### src/rtl/cfgscan_pkg.sv
package cfgscan_pkg;

    localparam int LO_W  = 5;
    localparam int HI_W  = 5;
    localparam int REL_W = 3;
    localparam int ATK_W = 2;
    localparam int REF_W = 3;
    localparam int CFG_W = LO_W + HI_W + REL_W + ATK_W + REF_W;
    localparam int RATE_CODE_W = 3;
    localparam int RATE_OPT_N  = 5;

    // Field order from MSB to LSB; lo_corner lands in bits [4:0].
    typedef struct packed {
        logic [REF_W-1:0] conv_ref;
        logic [ATK_W-1:0] attack;
        logic [REL_W-1:0] release_t;
        logic [HI_W-1:0]  hi_corner;
        logic [LO_W-1:0]  lo_corner;
    } chan_cfg_t;

    typedef enum logic {
        TOK_PARKED  = 1'b0,
        TOK_ON_CHAN = 1'b1
    } tok_state_t;

    typedef enum logic [RATE_OPT_N-1:0] {
        RATE_500  = 5'b00001,
        RATE_1K   = 5'b00010,
        RATE_1K5  = 5'b00100,
        RATE_2K   = 5'b01000,
        RATE_EXT  = 5'b10000
    } rate_t;

    function automatic rate_t decode_rate(input logic [RATE_CODE_W-1:0] code);
        rate_t r;
        case (code)
            3'd0:    r = RATE_500;
            3'd1:    r = RATE_1K;
            3'd2:    r = RATE_1K5;
            3'd3:    r = RATE_2K;
            default: r = RATE_EXT;
        endcase
        return r;
    endfunction

endpackage

### src/rtl/cfgscan_token.sv
module cfgscan_token
    import cfgscan_pkg::*;
#(
    parameter int N_CHAN = 16,
    localparam int IDX_W = $clog2(N_CHAN)
) (
    input  logic              clk,
    input  logic              rst_n,
    input  logic              step,
    input  logic              park,
    output logic              sel_valid,
    output logic [IDX_W-1:0]  sel_idx,
    output logic [N_CHAN-1:0] sel_onehot
);

    localparam logic [IDX_W-1:0] LAST_IDX = IDX_W'(N_CHAN - 1);

    tok_state_t       state_q, state_n;
    logic [IDX_W-1:0] idx_q, idx_n;

    // State register
    always_ff @(posedge clk) begin
        if (!rst_n) begin
            state_q <= TOK_PARKED;
            idx_q   <= '0;
        end else begin
            state_q <= state_n;
            idx_q   <= idx_n;
        end
    end

    // Transitions: park wins over step
    always_comb begin
        state_n = state_q;
        idx_n   = idx_q;
        if (park) begin
            state_n = TOK_PARKED;
            idx_n   = '0;
        end else if (step) begin
            unique case (state_q)
                TOK_PARKED: begin
                    state_n = TOK_ON_CHAN;
                    idx_n   = '0;
                end
                TOK_ON_CHAN: begin
                    if (idx_q == LAST_IDX) begin
                        state_n = TOK_PARKED;
                        idx_n   = '0;
                    end else begin
                        idx_n = idx_q + 1'b1;
                    end
                end
            endcase
        end
    end

    // Outputs
    always_comb begin
        sel_valid  = 1'b0;
        sel_onehot = '0;
        unique case (state_q)
            TOK_PARKED:  sel_valid = 1'b0;
            TOK_ON_CHAN: begin
                sel_valid           = 1'b1;
                sel_onehot[idx_q]   = 1'b1;
            end
        endcase
    end

    assign sel_idx = idx_q;

endmodule

### src/rtl/cfgscan_stage.sv
module cfgscan_stage #(
    parameter int WORD_W = 18
) (
    input  logic              clk,
    input  logic              rst_n,
    input  logic              shift_en,
    input  logic              bit_in,
    output logic [WORD_W-1:0] stage
);

    // LSB-first: new bit enters at the top, earlier bits move down.
    always_ff @(posedge clk) begin
        if (!rst_n) begin
            stage <= '0;
        end else if (shift_en) begin
            stage <= {bit_in, stage[WORD_W-1:1]};
        end
    end

endmodule

### src/rtl/cfgscan_bank.sv
module cfgscan_bank
    import cfgscan_pkg::*;
#(
    parameter int N_CHAN = 16,
    parameter int WORD_W = CFG_W,
    localparam int IDX_W = $clog2(N_CHAN)
) (
    input  logic                     clk,
    input  logic                     rst_n,
    input  logic                     wr_en,
    input  logic [IDX_W-1:0]         wr_idx,
    input  logic [WORD_W-1:0]        wr_data,
    output logic [N_CHAN*WORD_W-1:0] words
);

    for (genvar g = 0; g < N_CHAN; g++) begin : g_chan
        chan_cfg_t cfg_q;
        always_ff @(posedge clk) begin
            if (!rst_n) begin
                cfg_q <= '0;
            end else if (wr_en && (wr_idx == IDX_W'(g))) begin
                cfg_q <= chan_cfg_t'(wr_data);
            end
        end
        assign words[g*WORD_W +: WORD_W] = WORD_W'(cfg_q);
    end

endmodule

### src/rtl/cfgscan_chain.sv
module cfgscan_chain
    import cfgscan_pkg::*;
#(
    parameter int N_CHAN = 16,
    parameter int WORD_W = CFG_W,
    localparam int IDX_W = $clog2(N_CHAN)
) (
    input  logic                         clk,
    input  logic                         rst_n,
    input  logic                         prog_en,
    input  logic                         tok_step,
    input  logic                         idle_req,
    input  logic                         ser_in,
    input  logic                         ser_shift,
    input  logic                         load,
    output logic [N_CHAN*WORD_W-1:0]     cfg_words,
    output logic [RATE_CODE_W-1:0]       rate_bits,
    output logic [RATE_OPT_N-1:0]        rate_choice,
    output logic [N_CHAN-1:0]            vis_sel
);

    logic              sel_valid;
    logic [IDX_W-1:0]  sel_idx;
    logic [WORD_W-1:0] stage;
    logic              commit;
    logic [RATE_CODE_W-1:0] rate_q;

    assign commit = prog_en && load;

    cfgscan_token #(.N_CHAN(N_CHAN)) u_token (
        .clk        (clk),
        .rst_n      (rst_n),
        .step       (tok_step),
        .park       (idle_req),
        .sel_valid  (sel_valid),
        .sel_idx    (sel_idx),
        .sel_onehot (vis_sel)
    );

    cfgscan_stage #(.WORD_W(WORD_W)) u_stage (
        .clk      (clk),
        .rst_n    (rst_n),
        .shift_en (prog_en && ser_shift),
        .bit_in   (ser_in),
        .stage    (stage)
    );

    cfgscan_bank #(.N_CHAN(N_CHAN), .WORD_W(WORD_W)) u_bank (
        .clk     (clk),
        .rst_n   (rst_n),
        .wr_en   (commit && sel_valid),
        .wr_idx  (sel_idx),
        .wr_data (stage),
        .words   (cfg_words)
    );

    // Global rate code is written only while the token is parked.
    always_ff @(posedge clk) begin
        if (!rst_n) begin
            rate_q <= '0;
        end else if (commit && !sel_valid) begin
            rate_q <= stage[RATE_CODE_W-1:0];
        end
    end

    assign rate_bits   = rate_q;
    assign rate_choice = decode_rate(rate_q);

endmodule

### config.mk
export PLATFORM = sky130hd
export DESIGN_NAME = cfgscan_chain
export DESIGN_NICKNAME = d
export VERILOG_FILES = /design/src/rtl/cfgscan_pkg.sv /design/src/rtl/cfgscan_token.sv /design/src/rtl/cfgscan_stage.sv /design/src/rtl/cfgscan_bank.sv /design/src/rtl/cfgscan_chain.sv
export SDC_FILE = /design/constraint.sdc
export NUM_CORES = 1
export LEC_CHECK = 0
export BUFFER_PORTS_ARGS = -buffer_cell sky130_fd_sc_hd__buf_2
export CORE_AREA = 2 2 154 156
export DETAILED_ROUTE_END_ITERATION = 8
export DIE_AREA = 0 0 156 158
export PLACE_DENSITY = 0.78
export REMOVE_ABC_BUFFERS = 1
export SKIP_LAST_GASP = 1
export SYNTH_ARGS = -nofsm -noshare
export SYNTH_HDL_FRONTEND = slang
export SYNTH_HIERARCHICAL = 1
export SYNTH_SLANG_ARGS = --single-unit
export TNS_END_PERCENT = 1
### constraint.sdc
create_clock -name clk -period 2.11 [get_ports clk]
set_input_delay 0.5275 -clock clk [delete_from_list [all_inputs] [get_ports clk]]
set_output_delay 0.5275 -clock clk [all_outputs]
set_load 0.02 [all_outputs]
==> impl_table.tex <==
\begin{tabular}{lr}
\hline
Metric & Value \\
\hline
\multicolumn{2}{l}{\textbf{Outcome}} \\
\quad Run status & finished clean \\
\multicolumn{2}{l}{\textbf{STA}} \\
\quad Maximum achievable frequency & 482.1 MHz \\
\quad Number of max-slew violations in the final report & 0 \\
\quad Final hold viol count & 0 \\
\quad Period utilisation layout & 98.31\% \\
\quad Minimum clock period & 2.074 ns \\
\quad Worst hold slack & 0.2674 ns \\
\quad Worst clock skew & 0.01045 ns \\
\quad Setup repair after global routing missed its margin & true \\
\quad Actual slew at the worst max-slew pin & 0.6603 ns \\
\quad Max-slew headroom at the worst pin & 55.87\% \\
\quad Final setup violation count & 0 \\
\multicolumn{2}{l}{\textbf{Setup path}} \\
\quad Cell-by-cell listing of the critical path & buf\_6, nor3b\_4, and2\_1, buf\_2 \\
\quad Peak fanout along the critical path & 8 \\
\quad Reg2Reg Setup Slack & 0.40 ns \\
\quad Launch point of the worst reg-to-reg path & u\_token/state\_q \\
\quad Largest delay contributor family on the critical path & simple AND/OR/NAND/NOR gates \\
\quad Worst R2R Path Depth & 6 \\
\quad Data required time at the worst endpoint & 1.58 ns \\
\quad CP Buf/Inv Count & 2 \\
\quad Critical path data arrival time & 1.55 ns \\
\quad Critical Path Max Stage Delay & 0.34 ns \\
\quad Critical R2R Capture & u\_bank/words[230] \\
\quad Slowest stage cell on the critical path & dfxtp\_2 \\
\quad Worst setup path category & flip-flop to output port \\
\quad Category of the worst setup path launch point & flip-flop \\
\quad Element type at the critical path end & output port \\
\multicolumn{2}{l}{\textbf{Clock network}} \\
\quad TritonCTS sink count & 314 \\
\quad Clock Tree Buf Depth & 3 \\
\quad CTS Buf Count & 31 \\
\quad Worst-skew pair later-pin latency & 0.54 ns \\
\quad Root buffer cell & clkbuf\_16 \\
\quad CTS tree & built \\
\quad Clock slew at reported path FFs & 0.06 ns \\
\quad Post-cts hold buffer count & 0 \\
\quad H-tree lvl count & 1 \\
\multicolumn{2}{l}{\textbf{Min path}} \\
\quad Kind of path behind the tightest hold check & primary input to flip-flop \\
\quad Worst Hold Path EP & u\_stage/stage[17] \\
\quad Hold Path Origin & ser\_in \\
\quad Hold depth & 3 \\
\multicolumn{2}{l}{\textbf{Logic synthesis}} \\
\quad Ys flop type & dfxtp\_1 \\
\quad Number of enable flip-flop cells after synthesis & 0 \\
\quad Total of warnings raised by yosys & 6 \\
\quad Proportion of netlist area held by the largest area contributor & 53.65\% \\
\quad Post-synthesis cell area & 0.01172 mm2 \\
\quad Mean instance size in the synthesized netlist & 10.50 um2 \\
\quad Largest cells by area after synthesis & dfxtp\_1 (54\%), mux2i\_1 (26\%), nand2\_1 (10\%) \\
\quad Syn Inst Count & 1116 \\
\quad Async set-reset flop share out of synthesis & 0\% \\
\quad Sequential element share of the synthesized area & 53.65\% \\
\quad Number of register bits inferred by synthesis & 314 \\
\quad Number of library cell types mapped by synthesis & 39 \\
\quad Largest area contributor in the netlist & dfxtp\_1 \\
\multicolumn{2}{l}{\textbf{Detailed routing}} \\
\quad DRT iter0 DRCs & 385 \\
\quad Via total after detailed routing & 8871 \\
\quad Routed wire per std cell & 17.48 um \\
\quad DRC errors left & 0 \\
\quad Post-route antenna net violation count & 0 \\
\quad Routed vias/inst & 5.075 \\
\quad Drt first pass iters & 5 \\
\quad Post-Route WL & 30.56 mm \\
\multicolumn{2}{l}{\textbf{Floorplan}} \\
\quad Die footprint & 0.02465 mm2 \\
\quad Site Rows & 56 \\
\quad Die Y & 158 um \\
\quad Core ar. & 0.02305 mm2 \\
\quad Initial cell density of the core & 50.83\% \\
\quad Number of top-level pins & 320 \\
\quad Overall die width & 156 um \\
\multicolumn{2}{l}{\textbf{Final layout}} \\
\quad Commonest cells after routing, fill and taps aside & buf\_2 (318), nand2\_1 (316), mux2i\_1 (309), dfxtp\_1 (309), buf\_4 (35) \\
\quad Commonest non-fill, non-tap cell in the layout & buf\_2 \\
\quad Fraction of layout cells with a size suffix above 1 & 30.80\% \\
\quad Antenna fix cells & 0 \\
\quad Finished Layout Cells & 1748 \\
\quad Synthesis-to-finish area growth & 27.31\% \\
\quad Final \#Nets & 1447 \\
\multicolumn{2}{l}{\textbf{Global route}} \\
\quad Total congestion overflow & 0 \\
\quad Global-route wire length before repair & 46.49 mm \\
\quad GRT Overall Usage & 23.61\% \\
\quad Vias in the first global route & 8608 \\
\quad Maximum number of pins on one net before global-route repair & 64 \\
\quad Initial antenna violation count & 0 \\
\multicolumn{2}{l}{\textbf{Placed design}} \\
\quad Number of port buffers & 319 \\
\quad HPWL after detailed placement & 20.72 mm \\
\quad Number of placed instances with taps included & 1690 \\
\quad Global placement routability congestion & 0.8042 \\
\multicolumn{2}{l}{\textbf{Run}} \\
\quad Number of maximum-capacitance constraint violations & 0 \\
\multicolumn{2}{l}{\textbf{Power}} \\
\quad Areal power density over the cells & 785.8 mW/mm2 \\
\quad Pleak & 0.007049 uW \\
\quad VDD IR max & 0.5589 mV \\
\hline
\end{tabular}
==> per-stage QoR <==
stage	power [uW]	setup WS (ns)	cell area [um2]	util [%]	setup TNS, ns
global placement	6244	0.1367	13790	59.82	0
CTS	11820	-0.02599	14870	64.50	-0.1265
global route	12080	-0.05815	14920	64.71	-0.4100
finish	11720	0.03560	14920	64.71	0
floorplan	6108	-0.1140	11280	-	-3.714
detailed placement	6245	0.1034	13790	59.82	0
==> registers in the layout, indices dropped and copies added, names as in the netlist <==
register         count
u_token/sel_idx      4
u_stage/stage       18
u_bank/words       288
rate_bits            3
u_token/state_q      1
==> cells in the mapped netlist (4+ instances only) <==
cell type and count:
nor2_1 4, dfxtp_1 314, and2_1 15, nand2_1 316
buf_4 14, clkbuf_1 53, nand2b_1 5, and3b_1 4
nor2b_1 20, buf_6 6, mux2i_1 309, buf_2 7
nor2_4 9, ha_1 4
==> timing repair <==
action | 4_1_cts | 5_1_grt
resized for setup | 9 | 11
setup endpoints to repair | 16 | 16
setup buffers | 0 | 2
==> cell type report <==
class,instances,area (um2)
inverter,3,11.26
clock buffer,44,884.6
sequential,314,6302
timing repair buffer,370,2172
clock inverter,12,166.4
fill,1850,8134
multi-input combinational,715,5019
tap,290,362.8
==> cells by family after synthesis <==
family | Yosys count | synth area share [%]
compound gates | 7 | 0.4165
fa+ha+maj | 4 | 0.4271
buf+inv | 87 | 3.844
flops | 314 | 53.65
mux | 310 | 26.49
simple gates | 394 | 15.17
==> power breakdown <==
group | switching (uW) | internal, uW
clock | 2220 | 3390
combinational | 136 | 50.7
sequential | 2.45 | 5930
==> worst reg2reg max path, cell delays in order, from the launching register on <==
cell and delay, ns:
dfxtp_2 0.34, and3_1 0.22, buf_4 0.18, nand3_4 0.12, or3_1 0.38, buf_12 0.19
mux2i_1 0.15
==> per-layer routing <==
layer,vias to the layer above,track usage [%],part of all wire [%],routed length [um]
met5,-,0,0,0
met4,0,7.296,2.7,833
met3,59,4.900,5.7,1737
met2,241,40.48,48,14770
met1,4255,30.02,43,13220
li1,4316,-,-,-
==> how the worst max path moves through the flow <==
stage / start / to / slack (ns) / depth (start not counted)
final: u_token/state_q / vis_sel[3] / 0.04 / 4
after global routing: u_token/state_q / vis_sel[2] / -0.06 / 4
after CTS: u_token/sel_idx[0] / vis_sel[5] / -0.03 / 4
after detailed placement: load / u_bank/words[230] / 0.10 / 7
after global placement: prog_en / u_bank/words[230] / 0.14 / 7
after floorplan: load / u_bank/words[18] / -0.11 / 4
Power figures use the tool's default switching activity.
